==> src/rtl/apb_split_pkg.sv <==
package apb_split_pkg;

  // Strobes from the control to the datapath
  typedef struct packed {
    logic xferActive;   // upstream select is high
    logic accessPhase;  // upstream select and enable are high
    logic errAck;       // complete an unmapped access locally
  } splitStrobes_t;

endpackage

==> src/rtl/apb_split_ctrl.sv <==
module apb_split_ctrl
  import apb_split_pkg::*;
#(
  parameter int NumPorts = 4
) (
  input  logic                clk,
  input  logic                rstN,
  input  logic                upSel,
  input  logic                upEnable,
  input  logic [NumPorts-1:0] inRange,
  output logic [NumPorts-1:0] grant,
  output splitStrobes_t       strobes
);

  logic [NumPorts-1:0] prioHit;
  logic                found;
  logic                miss;
  logic                missArmed;
  logic                missArmedNext;

  // Lowest-numbered window wins when windows overlap
  always_comb begin
    prioHit = '0;
    found   = 1'b0;
    for (int i = 0; i < NumPorts; i++) begin
      if (!found && inRange[i]) begin
        prioHit[i] = 1'b1;
        found      = 1'b1;
      end
    end
  end

  assign grant = upSel ? prioHit : '0;
  assign miss  = upSel && !found;

  // Armed by a missed cycle, cleared once the local error reply is given
  assign missArmedNext = miss && !(upEnable && missArmed);

  always_ff @(posedge clk or negedge rstN) begin
    if (!rstN) begin
      missArmed <= 1'b0;
    end else begin
      missArmed <= missArmedNext;
    end
  end

  always_comb begin
    strobes.xferActive  = upSel;
    strobes.accessPhase = upSel && upEnable;
    strobes.errAck      = upSel && upEnable && missArmed;
  end

endmodule

==> src/rtl/apb_split_dpath.sv <==
module apb_split_dpath
  import apb_split_pkg::*;
#(
  parameter int NumPorts = 4,
  parameter int AddrW    = 16,
  parameter int DataW    = 32,
  parameter logic [NumPorts-1:0][AddrW-1:0] RegionBase = '0,
  parameter logic [NumPorts-1:0][AddrW-1:0] RegionSize = '0
) (
  input  logic                            upWrite,
  input  logic [AddrW-1:0]                upAddr,
  input  logic [DataW-1:0]                upWdata,
  input  logic [NumPorts-1:0]             grant,
  input  splitStrobes_t                   strobes,
  input  logic [NumPorts-1:0][DataW-1:0]  dnRdata,
  input  logic [NumPorts-1:0]             dnReady,
  input  logic [NumPorts-1:0]             dnSlvErr,
  output logic [NumPorts-1:0]             inRange,
  output logic [NumPorts-1:0]             dnSel,
  output logic [NumPorts-1:0]             dnEnable,
  output logic                            dnWrite,
  output logic [NumPorts-1:0][AddrW-1:0]  dnAddr,
  output logic [DataW-1:0]                dnWdata,
  output logic [DataW-1:0]                upRdata,
  output logic                            upReady,
  output logic                            upSlvErr
);

  logic [NumPorts-1:0][AddrW-1:0] offset;
  logic [NumPorts-1:0][DataW-1:0] rdataMasked;

  // One window comparator and rebaser per port
  for (genvar g = 0; g < NumPorts; g++) begin : g_port
    assign offset[g]      = upAddr - RegionBase[g];
    assign inRange[g]     = (upAddr >= RegionBase[g]) && (offset[g] < RegionSize[g]);
    assign dnSel[g]       = grant[g];
    assign dnEnable[g]    = grant[g] && strobes.accessPhase;
    assign dnAddr[g]      = grant[g] ? offset[g] : '0;
    assign rdataMasked[g] = grant[g] ? dnRdata[g] : '0;
  end

  assign dnWrite = upWrite && strobes.xferActive;
  assign dnWdata = upWdata;

  // AND-OR return path: grant is one-hot or zero
  always_comb begin
    upRdata = '0;
    for (int i = 0; i < NumPorts; i++) begin
      upRdata = upRdata | rdataMasked[i];
    end
  end

  assign upReady  = (|(dnReady & grant)) || strobes.errAck;
  assign upSlvErr = (|(dnSlvErr & grant)) || strobes.errAck;

endmodule

==> src/rtl/apb_region_splitter.sv <==
module apb_region_splitter
  import apb_split_pkg::*;
#(
  parameter int NumPorts = 4,
  parameter int AddrW    = 16,
  parameter int DataW    = 32,
  parameter logic [NumPorts-1:0][AddrW-1:0] RegionBase =
    {16'h3000, 16'h2000, 16'h1000, 16'h0000},
  parameter logic [NumPorts-1:0][AddrW-1:0] RegionSize =
    {16'h0400, 16'h0800, 16'h1000, 16'h0100}
) (
  input  logic                            clk,
  input  logic                            rstN,
  input  logic                            upSel,
  input  logic                            upEnable,
  input  logic                            upWrite,
  input  logic [AddrW-1:0]                upAddr,
  input  logic [DataW-1:0]                upWdata,
  output logic [DataW-1:0]                upRdata,
  output logic                            upReady,
  output logic                            upSlvErr,
  output logic [NumPorts-1:0]             dnSel,
  output logic [NumPorts-1:0]             dnEnable,
  output logic                            dnWrite,
  output logic [NumPorts-1:0][AddrW-1:0]  dnAddr,
  output logic [DataW-1:0]                dnWdata,
  input  logic [NumPorts-1:0][DataW-1:0]  dnRdata,
  input  logic [NumPorts-1:0]             dnReady,
  input  logic [NumPorts-1:0]             dnSlvErr
);

  logic [NumPorts-1:0] inRange;
  logic [NumPorts-1:0] grant;
  splitStrobes_t       strobes;

  apb_split_ctrl #(
    .NumPorts(NumPorts)
  ) u_ctrl (
    .clk      (clk),
    .rstN     (rstN),
    .upSel    (upSel),
    .upEnable (upEnable),
    .inRange  (inRange),
    .grant    (grant),
    .strobes  (strobes)
  );

  apb_split_dpath #(
    .NumPorts   (NumPorts),
    .AddrW      (AddrW),
    .DataW      (DataW),
    .RegionBase (RegionBase),
    .RegionSize (RegionSize)
  ) u_dpath (
    .upWrite  (upWrite),
    .upAddr   (upAddr),
    .upWdata  (upWdata),
    .grant    (grant),
    .strobes  (strobes),
    .dnRdata  (dnRdata),
    .dnReady  (dnReady),
    .dnSlvErr (dnSlvErr),
    .inRange  (inRange),
    .dnSel    (dnSel),
    .dnEnable (dnEnable),
    .dnWrite  (dnWrite),
    .dnAddr   (dnAddr),
    .dnWdata  (dnWdata),
    .upRdata  (upRdata),
    .upReady  (upReady),
    .upSlvErr (upSlvErr)
  );

endmodule

==> config.mk <==
export PLATFORM = sky130hd
export DESIGN_NAME = apb_region_splitter
export DESIGN_NICKNAME = d
export VERILOG_FILES = /design/src/rtl/apb_split_pkg.sv /design/src/rtl/apb_split_ctrl.sv /design/src/rtl/apb_split_dpath.sv /design/src/rtl/apb_region_splitter.sv
export SDC_FILE = /design/constraint.sdc
export NUM_CORES = 1
export LEC_CHECK = 0
export BUFFER_PORTS_ARGS = -buffer_cell sky130_fd_sc_hd__buf_2
export CORE_AREA = 2 2 127 129
export CTS_CLUSTER_DIAMETER = 200
export CTS_CLUSTER_SIZE = 40
export DETAILED_ROUTE_END_ITERATION = 12
export DIE_AREA = 0 0 129 131
export GPL_TIMING_DRIVEN = 0
export MAX_ROUTING_LAYER = met4
export SETUP_SLACK_MARGIN = 0.2
export SLEW_MARGIN = 20
export SYNTH_ARGS = -nofsm -noshare
export SYNTH_HDL_FRONTEND = slang
export SYNTH_HIERARCHICAL = 1
export SYNTH_SLANG_ARGS = --single-unit
==> constraint.sdc <==
create_clock -name clk -period 6.1 [get_ports clk]
set_input_delay 1.525 -clock clk [delete_from_list [all_inputs] [get_ports clk]]
set_output_delay 1.525 -clock clk [all_outputs]
set_load 0.02 [all_outputs]
==> metrics.md, run 1 <==
| Metric | Value |
|---|---|
| Status | `complete, no violations` |
| Post-synth ARST share | `100.0%` |
| Drt via density | `3.912` |
| DRT Pass-1 Iters | `4` |
| First-pass GRT wire length | `15.24 mm` |
| Lkg Pwr | `0.002277 µW` |
| Post-CTS Setup Repair Bufs | `0` |
| Total gr overflow | `0` |
| Post-synth cell types | `31` |
| Routed WL | `11.28 mm` |
| Vias in the first global route | `2,793` |
| Final Cycle Share | `92.78%` |
| Area leader, netlist | `a22oi_1` |
| Rows | `46` |
| Max reg flops | `1` |
| Pwr dens | `47.21 mW/mm²` |
| Post-route cell area | `0.003623 mm²` |
| Largest net degree at the start of global routing | `16` |
| Syn Std Cell Area | `0.001883 mm²` |
| CTS resizes | `1` |
| Worst Hold Launch | `u_ctrl/missArmed` |
| Die Wd | `129 µm` |
| Max cap viols | `0` |
| Worst EP arrival | `4.13 ns` |
| Antenna Violating Nets Remaining | `0` |
| Ys flop type | `dfrtp_1` |
| Crit Reg-Reg Startpoint | `u_ctrl/missArmed` |
| Worst Hold Class | `register to register` |
| Slowest CP cell | `a31oi_1` |
| Largest cells by area after synthesis | `a22oi_1 (26%), and2_1 (20%), buf_4 (15%)` |
| Min Tclk post-route | `5.660 ns` |
| Worst slew margin relative to its limit | `59.88%` |
| Critical Path Sink | `upRdata[28]` |
| Post-Route Setup TNS | `0 ns` |
| # IOs | `328` |
| GRT Overall Usage | `12.01%` |
| Cts hold-fix bufs | `0` |
| Slowest stage delay, CP | `0.42 ns` |
| Crit end category | `output port` |
| Crit start category | `primary input` |
| Skew-Pair Late Insertion Delay | `0 ns` |
| Fin Clk Skew | `0 ns` |
| Starting density of the core | `12.07%` |
| FF+latch count, synth | `1` |
| First DRT Iteration DRCs | `135` |
| Post-synth top cells | `a22oi_1 (64), and2_1 (60), buf_4 (37), nand2_1 (35), buf_2 (15)` |
| Die Ht | `131 µm` |
| DP HPWL | `9.588 mm` |
| Post-DP Area | `0.003625 mm²` |
| Crit Path Category | `primary input to output port` |
| Largest Register | `u_ctrl/missArmed` |
| CORE AREA | `0.01560 mm²` |
| Count leader, synth | `a22oi_1` |
| Syn avg cell area | `6.823 µm²` |
| Clock slew at reported path FFs | `0 ns` |
| Final Setup Violations | `0` |
| Yosys warns | `6` |
| Yosys top cell area share | `25.51%` |
| Area Overhead vs Synth | `92.43%` |
| Req. time, crit path | `4.58 ns` |
| R2R depth | `2` |
| Layout cells sized above 1 | `63.44%` |
| Cell mode on critical path | `buf_2` |
| Largest registers | `u_ctrl/missArmed x1` |
| End of the worst register-to-register path | `u_ctrl/missArmed` |
| Filler Cells Inserted | `1,738` |
| Critical path origin | `upAddr[13]` |
| Post-Syn Instances | `276` |
| Nets | `768` |
| Worst path depth | `12` |
| CP top delay family | `buffers and inverters` |
| DRC Markers | `0` |
| Worst reg2reg setup slack | `5.35 ns` |
| Number of flops mapped to enable cells by yosys | `0` |
| FMAX | `176.7 MHz` |
| RSZ-0062 raised after global routing | `false` |
| Critical Path Fanout Max | `10` |
| Vias post-DR | `3,071` |
| Wire length per cell | `14.37 µm` |
| Least-Margin Pin Slew | `0.6019 ns` |
| Diodes inserted | `0` |
| Post-synthesis sequential area ratio | `1.329%` |
| Peak VDD IR | `17.51 µV` |
| Initial antenna violation count | `0` |
| Syn Nets | `473` |
| IO buf count | `294` |
| Final hold viol count | `0` |
| Routability Congestion | `0.8099` |
| Fin. max-slew vios | `0` |
| Die Area | `0.01690 mm²` |
| Critical path, cell by cell | `buf_2, inv_1, ha_1, xnor2_1, nand4b_1, a31oi_1, nor3b_1, buf_2, clkbuf_2, a22oi_1, nand2_1, buf_2` |
| Crit path buf inv count | `5` |
[power by group]
group | switching [µW] | leakage, µW | total, µW | internal (µW)
combinational | 84.4 | 0.00226 | 163 | 78.9
clock | 0 | 0 | 0 | 0
sequential | 0.318 | 0.0000124 | 7.73 | 7.41
total | 84.8 | 0.00228 | 171 | 86.3
[layout make-up]
class | count | area, µm² | share of cell area, %
sequential | 1 | 25.02 | 0.6906
tap | 216 | 270.3 | 7.459
timing repair buffer | 294 | 1471 | 40.61
buffer | 61 | 404.1 | 11.15
multi-input combinational | 208 | 1434 | 39.57
inverter | 5 | 18.77 | 0.5180
[routing by layer]
| metal | wire (µm) | vias to the layer above | global-route usage [%] |
|---|---|---|---|
| li1 | - | 1522 | - |
| met1 | 4672 | 1347 | 14.51 |
| met2 | 5817 | 202 | 23.69 |
| met3 | 792 | 0 | 0.2443 |
| met4 | 0 | 0 | 0 |
| met5 | 0 | - | - |
[tightest hold or removal path: cells and delay by family (launching register included)]
family / cells / cell delay, ns
AO/OA/AOI/OAI: 1 / 0.05
flip-flops: 1 / 0.32
AND/OR/NAND/NOR: 1 / 0.15
[how the worst min path moves through the flow]
stage                     slack, ns               end  cells after the start
after floorplan                0.55  u_ctrl/missArmed                      2
after global placement         0.57  u_ctrl/missArmed                      2
after detailed placement       0.57  u_ctrl/missArmed                      2
after CTS                      0.57  u_ctrl/missArmed                      2
after global routing           0.63  u_ctrl/missArmed                      2
final                          0.57  u_ctrl/missArmed                      2
[logic make-up (layout without fill, tap and decap cells)]
logic type | count (synthesis) | in the layout | synth area share (%)
simple gates | 121 | 121 | 39.40
compound gates | 73 | 73 | 28.64
buf+inv | 67 | 360 | 22.53
fa+ha+maj | 8 | 8 | 5.316
xor+xnor | 6 | 6 | 2.791
flops | 1 | 1 | 1.329
[layout by cell type (no fill, tap or decap)]
cell | netlist | routed
buf_2 | 15 | 309
a22oi_1 | 64 | 64
and2_1 | 60 | 60
buf_4 | 37 | 37
nand2_1 | 35 | 35
ha_1 | 8 | 8
nor2b_1 | 7 | 7
inv_1 | 5 | 5
clkbuf_1 | 8 | 5
a21oi_1 | 4 | 4
xnor2_1 | 4 | 4
and2_2 | 4 | 4
nor2_1 | 2 | 2
and3_1 | 2 | 2
buf_6 | 2 | 2
clkbuf_2 | 0 | 2
xor2_1 | 2 | 2
nor4_2 | 2 | 2
a222oi_1 | 2 | 2
nand2b_4 | 1 | 1
nor3b_1 | 1 | 1
nor4b_2 | 1 | 1
nor4b_4 | 1 | 1
dfrtp_1 | 1 | 1
a21boi_1 | 1 | 1
nor3b_2 | 1 | 1
nor4_4 | 1 | 1
nand3_1 | 1 | 1
nand4b_1 | 1 | 1
a31oi_1 | 1 | 1
o21ai_0 | 1 | 1
and4_1 | 1 | 1
[metrics by stage]
stage	hold slack [ns]	std cells	setup slack (ns)	util (%)	power, µW
after floorplan	0.5469	276	1.153	-	83.81
after CTS	0.5742	785	0.3558	23.22	172.9
final	0.5740	785	0.4402	23.23	171.1
after detailed placement	0.5742	786	0.1451	23.24	172.5
after global routing	0.6265	785	0.2311	23.23	186.8
after global placement	0.5705	786	0.1338	23.24	171.6
(Power assumes the default switching activity.)
==> inputs of run 2 (changes only) <==
clock period = 7.2 ns   (was 6.1 ns; I/O delays follow)
==> run 2 against run 1 <==
Utilization hardly changed. Cell count grew 0.13%. Final area hardly changed. Clock skew unchanged. Critical path type unchanged. Critical endpoint unchanged. Largest cell class unchanged. Largest power group unchanged.
==> metrics.md, run 2 (synthesis gave the netlist of run 1 again) <==
| Metric | Value |
|---|---|
| Status | `complete, no violations` |
| Req. time, crit path | `5.40 ns (+0.82 ns)` |
| Vias post-DR | `3,077 (+0.20%)` |
| Worst slew margin relative to its limit | `54.21% (-5.7 points)` |
| Hold path cells | `2 (unchanged)` |
| Starting density of the core | `12.07% (unchanged)` |
| Layout cells sized above 1 | `62.98% (-0.46 points)` |
| Critical path origin | `upAddr[13]` |
| Hold Slack | `0.5740 ns (unchanged)` |
| Crit end category | `output port` |
| Min Tclk post-route | `6.409 ns` |
| CP top delay family | `buffers and inverters` |
| Diodes inserted | `0 (unchanged)` |
| Largest net degree at the start of global routing | `12 (-4)` |
| Vias in the first global route | `2,811 (+0.64%)` |
| Post-Route Setup TNS | `0 ns (unchanged)` |
| Total Power | `145.2 µW (-15%)` |
| Clock slew at reported path FFs | `0 ns (unchanged)` |
| DP Worst Slack | `0.6951 ns (+0.5500 ns)` |
| FMAX | `156.0 MHz` |
| Crit start category | `primary input` |
| Max reg flops | `1 (unchanged)` |
| First-pass GRT wire length | `15.32 mm (+0.58%)` |
| Cell mode on critical path | `buf_2` |
| Crit path buf inv count | `5 (unchanged)` |
| Least-Margin Pin Slew | `0.6869 ns (+0.08501 ns)` |
| Initial antenna violation count | `0 (unchanged)` |
| Antenna Violating Nets Remaining | `0 (unchanged)` |
| Final hold viol count | `0 (unchanged)` |
| Worst Hold Class | `register to register` |
| RSZ-0062 raised after global routing | `false` |
| Lkg Pwr | `0.002272 µW (-0.25%)` |
| Final Cycle Share | `89.02%` |
| Worst reg2reg setup slack | `6.45 ns (+1.10 ns)` |
| DRT Pass-1 Iters | `5 (+1)` |
| Worst path depth | `12 (unchanged)` |
| Critical Path Sink | `upRdata[28]` |
| Fin Clk Skew | `0 ns (unchanged)` |
| Die Area | `0.01690 mm² (unchanged)` |
| Routed WL | `11.38 mm (+0.87%)` |
| Cts hold-fix bufs | `0 (unchanged)` |
| R2R depth | `2 (unchanged)` |
| Die Wd | `129 µm (unchanged)` |
| Critical Path Fanout Max | `10 (unchanged)` |
| First DRT Iteration DRCs | `110 (-19%)` |
| Slowest stage delay, CP | `0.43 ns (about the same)` |
| GRT Overall Usage | `12.10% (+0.088 points)` |
| Slowest CP cell | `clkbuf_1` |
| DP HPWL | `9.588 mm (unchanged)` |
| End of the worst register-to-register path | `u_ctrl/missArmed` |
| Fin. max-slew vios | `0 (unchanged)` |
| Die Ht | `131 µm (unchanged)` |
| Worst EP arrival | `4.61 ns (+0.48 ns)` |
| Area Overhead vs Synth | `92.49% (about the same)` |
| Drt via density | `3.915 (about the same)` |
| Skew-Pair Late Insertion Delay | `0 ns (unchanged)` |
| Post-DP Area | `0.003625 mm² (unchanged)` |
| Rows | `46 (unchanged)` |
| Post-route worst setup slack | `0.7909 ns (+0.3506 ns)` |
| Post-route cell area | `0.003625 mm² (about the same)` |
| IO buf count | `294 (unchanged)` |
| Critical path, cell by cell | `buf_2, inv_1, ha_1, xnor2_1, nand4b_1, a31oi_1, nor3b_1, buf_2, clkbuf_1, a22oi_1, nand2_1, buf_2` |
| CTS resizes | `0 (-1)` |
| Max cap viols | `0 (unchanged)` |
| Largest Register | `u_ctrl/missArmed` |
| Commonest non-fill, non-tap cell in the layout | `buf_2` |
| Nets | `769 (+0.13%)` |
| Peak VDD IR | `14.88 µV (-15%)` |
| Post-CTS Setup Repair Bufs | `0 (unchanged)` |
| Commonest cells after routing, fill and taps aside | `buf_2 (309), a22oi_1 (64), and2_1 (60)` |
| CORE AREA | `0.01560 mm² (unchanged)` |
| Pwr dens | `40.06 mW/mm² (-15%)` |
| # IOs | `328 (unchanged)` |
| Largest registers | `u_ctrl/missArmed x1` |
| Routability Congestion | `0.8099 (unchanged)` |
| DRC Markers | `0 (unchanged)` |
| Crit Path Category | `primary input to output port` |
| Crit Reg-Reg Startpoint | `u_ctrl/missArmed` |
| Total gr overflow | `0 (unchanged)` |
| Final Setup Violations | `0 (unchanged)` |
| Wire length per cell | `14.48 µm (+0.74%)` |
[run 2: cell count changes in the layout (fill, tap and decap cells not counted)]
cell      previous run  this run
clkbuf_2             2         0
clkbuf_1             5         8
[run 2: tightest hold or removal path: cells and delay by family, from the launching register on]
| family | cells | cell delay [ns] |
|---|---|---|
| DFF | 1 | 0.32 |
| AOI/OAI and AO/OA | 1 | 0.05 |
| and+or+nand+nor | 1 | 0.15 |
[run 2: worst min path at each step]
stage,startpoint,end,slack (ns)
finish,u_ctrl/missArmed,u_ctrl/missArmed,0.57
global route,u_ctrl/missArmed,u_ctrl/missArmed,0.63
CTS,u_ctrl/missArmed,u_ctrl/missArmed,0.57
detailed placement,u_ctrl/missArmed,u_ctrl/missArmed,0.57
global placement,u_ctrl/missArmed,u_ctrl/missArmed,0.57
floorplan,u_ctrl/missArmed,u_ctrl/missArmed,0.55
[run 2: final cells by class]
cell class | instances | area (µm²)
Inverter | 5 | 18.77
Fill cell | 1739 | 11970
Timing Repair Buffer | 294 | 1471
Buffer | 62 | 405.4
Multi-Input combinational cell | 208 | 1434
Sequential cell | 1 | 25.02
Tap cell | 216 | 270.3
[run 2: metal layers]
metal	vias to the layer above	track usage, %	wire (µm)
li1	1523	-	-
met1	1353	14.51	4741
met2	201	24.00	5870
met3	0	0.2443	767
met4	0	0	0
met5	-	-	0
[run 2: through the flow]
stage,utilization (%),instances
after floorplan,-,276
after global placement,23.24,786
after detailed placement,23.24,786
after CTS,23.24,786
after global routing,23.24,786
final,23.24,786
[run 2: where the power goes]
| group | internal [µW] | switching, µW | total, µW |
|---|---|---|---|
| Combinational | 66.9 | 71.8 | 139 |
| Sequential | 6.28 | 0.269 | 6.55 |
| Clock | 0 | 0 | 0 |
==> inputs of run 3 (changes only) <==
PLACE_DENSITY = 0.44   (was unset)
==> run 3 against run 2 <==
Final area unchanged. Sequential power up 0.6%. Utilization unchanged. Flip-flop and latch count unchanged. Wire length down 6.3%. Fmax up 2.3%. Via count down 1.4%. First-iteration DRC count down 28%. Critical path type unchanged. Clock skew unchanged. Power down 1.8%. Global-route usage down 0.96 points.
==> metrics.md, run 3 (synthesis gave the netlist of run 1 again) <==
| Metric | Value |
|---|---|
| Antenna Violating Nets Remaining | `0 (unchanged)` |
| DRT Pass-1 Iters | `4 (-1)` |
| Routed WL | `10.66 mm (-6.3%)` |
| Worst Hold Class | `register to register` |
| Fin util | `23.24% (unchanged)` |
| Initial antenna violation count | `0 (unchanged)` |
| Wire length per cell | `13.57 µm (-6.3%)` |
| Routability Congestion | `0.7628 (-5.8%)` |
| DRC Markers | `0 (unchanged)` |
| Hold Slack | `0.5842 ns (+0.01026 ns)` |
| Worst slew margin relative to its limit | `56.77% (+2.6 points)` |
| Critical Path Fanout Max | `10 (unchanged)` |
| Rows | `46 (unchanged)` |
| Fin. max-slew vios | `0 (unchanged)` |
| Skew-Pair Late Insertion Delay | `0 ns (unchanged)` |
| Commonest non-fill, non-tap cell in the layout | `buf_2` |
| Largest net degree at the start of global routing | `12 (unchanged)` |
| Filler Cells Inserted | `1,786 (+2.7%)` |
| CORE AREA | `0.01560 mm² (unchanged)` |
| Diodes inserted | `0 (unchanged)` |
| Min Tclk post-route | `6.262 ns (-0.1468 ns)` |
| First-pass GRT wire length | `14.25 mm (-7.0%)` |
| Starting density of the core | `12.07% (unchanged)` |
| Cell mode on critical path | `buf_2` |
| Status | `complete, no violations` |
| Slowest stage delay, CP | `0.39 ns (-0.04 ns)` |
| Vias post-DR | `3,035 (-1.4%)` |
| Critical path, cell by cell | `buf_2, inv_1, ha_1, xnor2_1, nand4b_1, a31oi_1, nor3b_1, buf_2, clkbuf_1, a22oi_1, nand2_1, buf_2` |
| Vias in the first global route | `2,708 (-3.7%)` |
| Post-route worst setup slack | `0.9377 ns (+0.1468 ns)` |
| Crit Path Category | `primary input to output port` |
| RSZ-0062 raised after global routing | `false` |
| Die Wd | `129 µm (unchanged)` |
| Worst EP arrival | `4.46 ns (-0.15 ns)` |
| Commonest cells after routing, fill and taps aside | `buf_2 (309), a22oi_1 (64), and2_1 (60)` |
| Req. time, crit path | `5.40 ns (about the same)` |
| Final std cells w/o fill | `786 (unchanged)` |
| Placed cells | `786 (unchanged)` |
| Crit end category | `output port` |
| FMAX | `159.7 MHz (+2.3%)` |
| Least-Margin Pin Slew | `0.6484 ns (-0.03843 ns)` |
| Lkg Pwr | `0.002272 µW (unchanged)` |
| Pwr dens | `39.34 mW/mm² (-1.8%)` |
| Layout cells sized above 1 | `62.98% (unchanged)` |
| GRT Overall Usage | `11.14% (-0.96 points)` |
| Peak VDD IR | `13.88 µV (-6.7%)` |
| Final Setup Violations | `0 (unchanged)` |
| Die Area | `0.01690 mm² (unchanged)` |
| # IOs | `328 (unchanged)` |
| Final hold viol count | `0 (unchanged)` |
| Max reg flops | `1 (unchanged)` |
| Post-CTS Setup Repair Bufs | `0 (unchanged)` |
| Largest registers | `u_ctrl/missArmed x1` |
| Die Ht | `131 µm (unchanged)` |
| Final Cycle Share | `86.98% (-2.0 points)` |
| DP Worst Slack | `0.8253 ns (+0.1302 ns)` |
| Drt via density | `3.861 (-1.4%)` |
| DP HPWL | `8.998 mm (-6.2%)` |
| Total gr overflow | `0 (unchanged)` |
| Crit start category | `primary input` |
| Fin Clk Skew | `0 ns (unchanged)` |
| Clock slew at reported path FFs | `0 ns (unchanged)` |
| Cts hold-fix bufs | `0 (unchanged)` |
| Nets | `769 (unchanged)` |
| Post-Route Setup TNS | `0 ns (unchanged)` |
| CTS resizes | `0 (unchanged)` |
| IO buf count | `294 (unchanged)` |
| Slowest CP cell | `a31oi_1` |
| First DRT Iteration DRCs | `79 (-28%)` |
| Max cap viols | `0 (unchanged)` |
| Area Overhead vs Synth | `92.49% (unchanged)` |
| Largest Register | `u_ctrl/missArmed` |
-- run 3: cell counts in the layout (fill, tap and decap cells not counted) --
No cell type changed its count.
-- run 3: worst paths after layout --
kind / startpoint / end / slack (ns) / cells after the start
worst min register to register: u_ctrl/missArmed / u_ctrl/missArmed / 0.58 / 2
worst min-delay path: u_ctrl/missArmed / u_ctrl/missArmed / 0.58 / 2
worst max-delay path: upAddr[13] / upRdata[28] / 0.94 / 12
min in group asynchronous: rstN / u_ctrl/missArmed / 1.58 / 1
max in group asynchronous: rstN / u_ctrl/missArmed / 5.54 / 1
worst max register to register: u_ctrl/missArmed / u_ctrl/missArmed / 6.44 / 2
-- run 3: layout make-up --
cell class	count	area (µm²)	share of cell area, %
Timing Repair Buffer	294	1471	40.59
Buffer	62	405.4	11.18
Tap cell	216	270.3	7.456
Inverter	5	18.77	0.5178
Sequential cell	1	25.02	0.6904
Multi-Input combinational cell	208	1434	39.56
-- run 3: critical path, delay by kind of cell --
kind            cells  cell delay, ns
buf+inv             5            1.13
compound gates      2            0.56
simple gates        3            0.53
fa+ha+maj           1            0.24
xor+xnor            1            0.19
-- run 3: layer usage --
| metal | vias up | part of all wire [%] | global-route usage, % |
|---|---|---|---|
| met5 | - | 0 | - |
| met4 | 0 | 0 | 0 |
| met3 | 0 | 6.5 | 0.4072 |
| met2 | 176 | 53 | 22.84 |
| met1 | 1334 | 41 | 12.65 |
| li1 | 1525 | - | - |
-- run 3: per-stage QoR --
stage / power (µW) / cell area [µm²]
detailed placement: 144.1 / 3625
finish: 142.6 / 3625
global route: 155.9 / 3625
global placement: 144.0 / 3625
CTS: 144.5 / 3625
floorplan: 71.01 / 1883
-- run 3: where the power goes --
part | internal, µW | total [µW] | leakage, µW | switching, µW
clock network | 0 | 0 | 0 | 0
registers | 6.28 | 6.59 | 0.0000124 | 0.309
logic | 66.8 | 136 | 0.00226 | 69.2
total | 73.1 | 143 | 0.00227 | 69.5
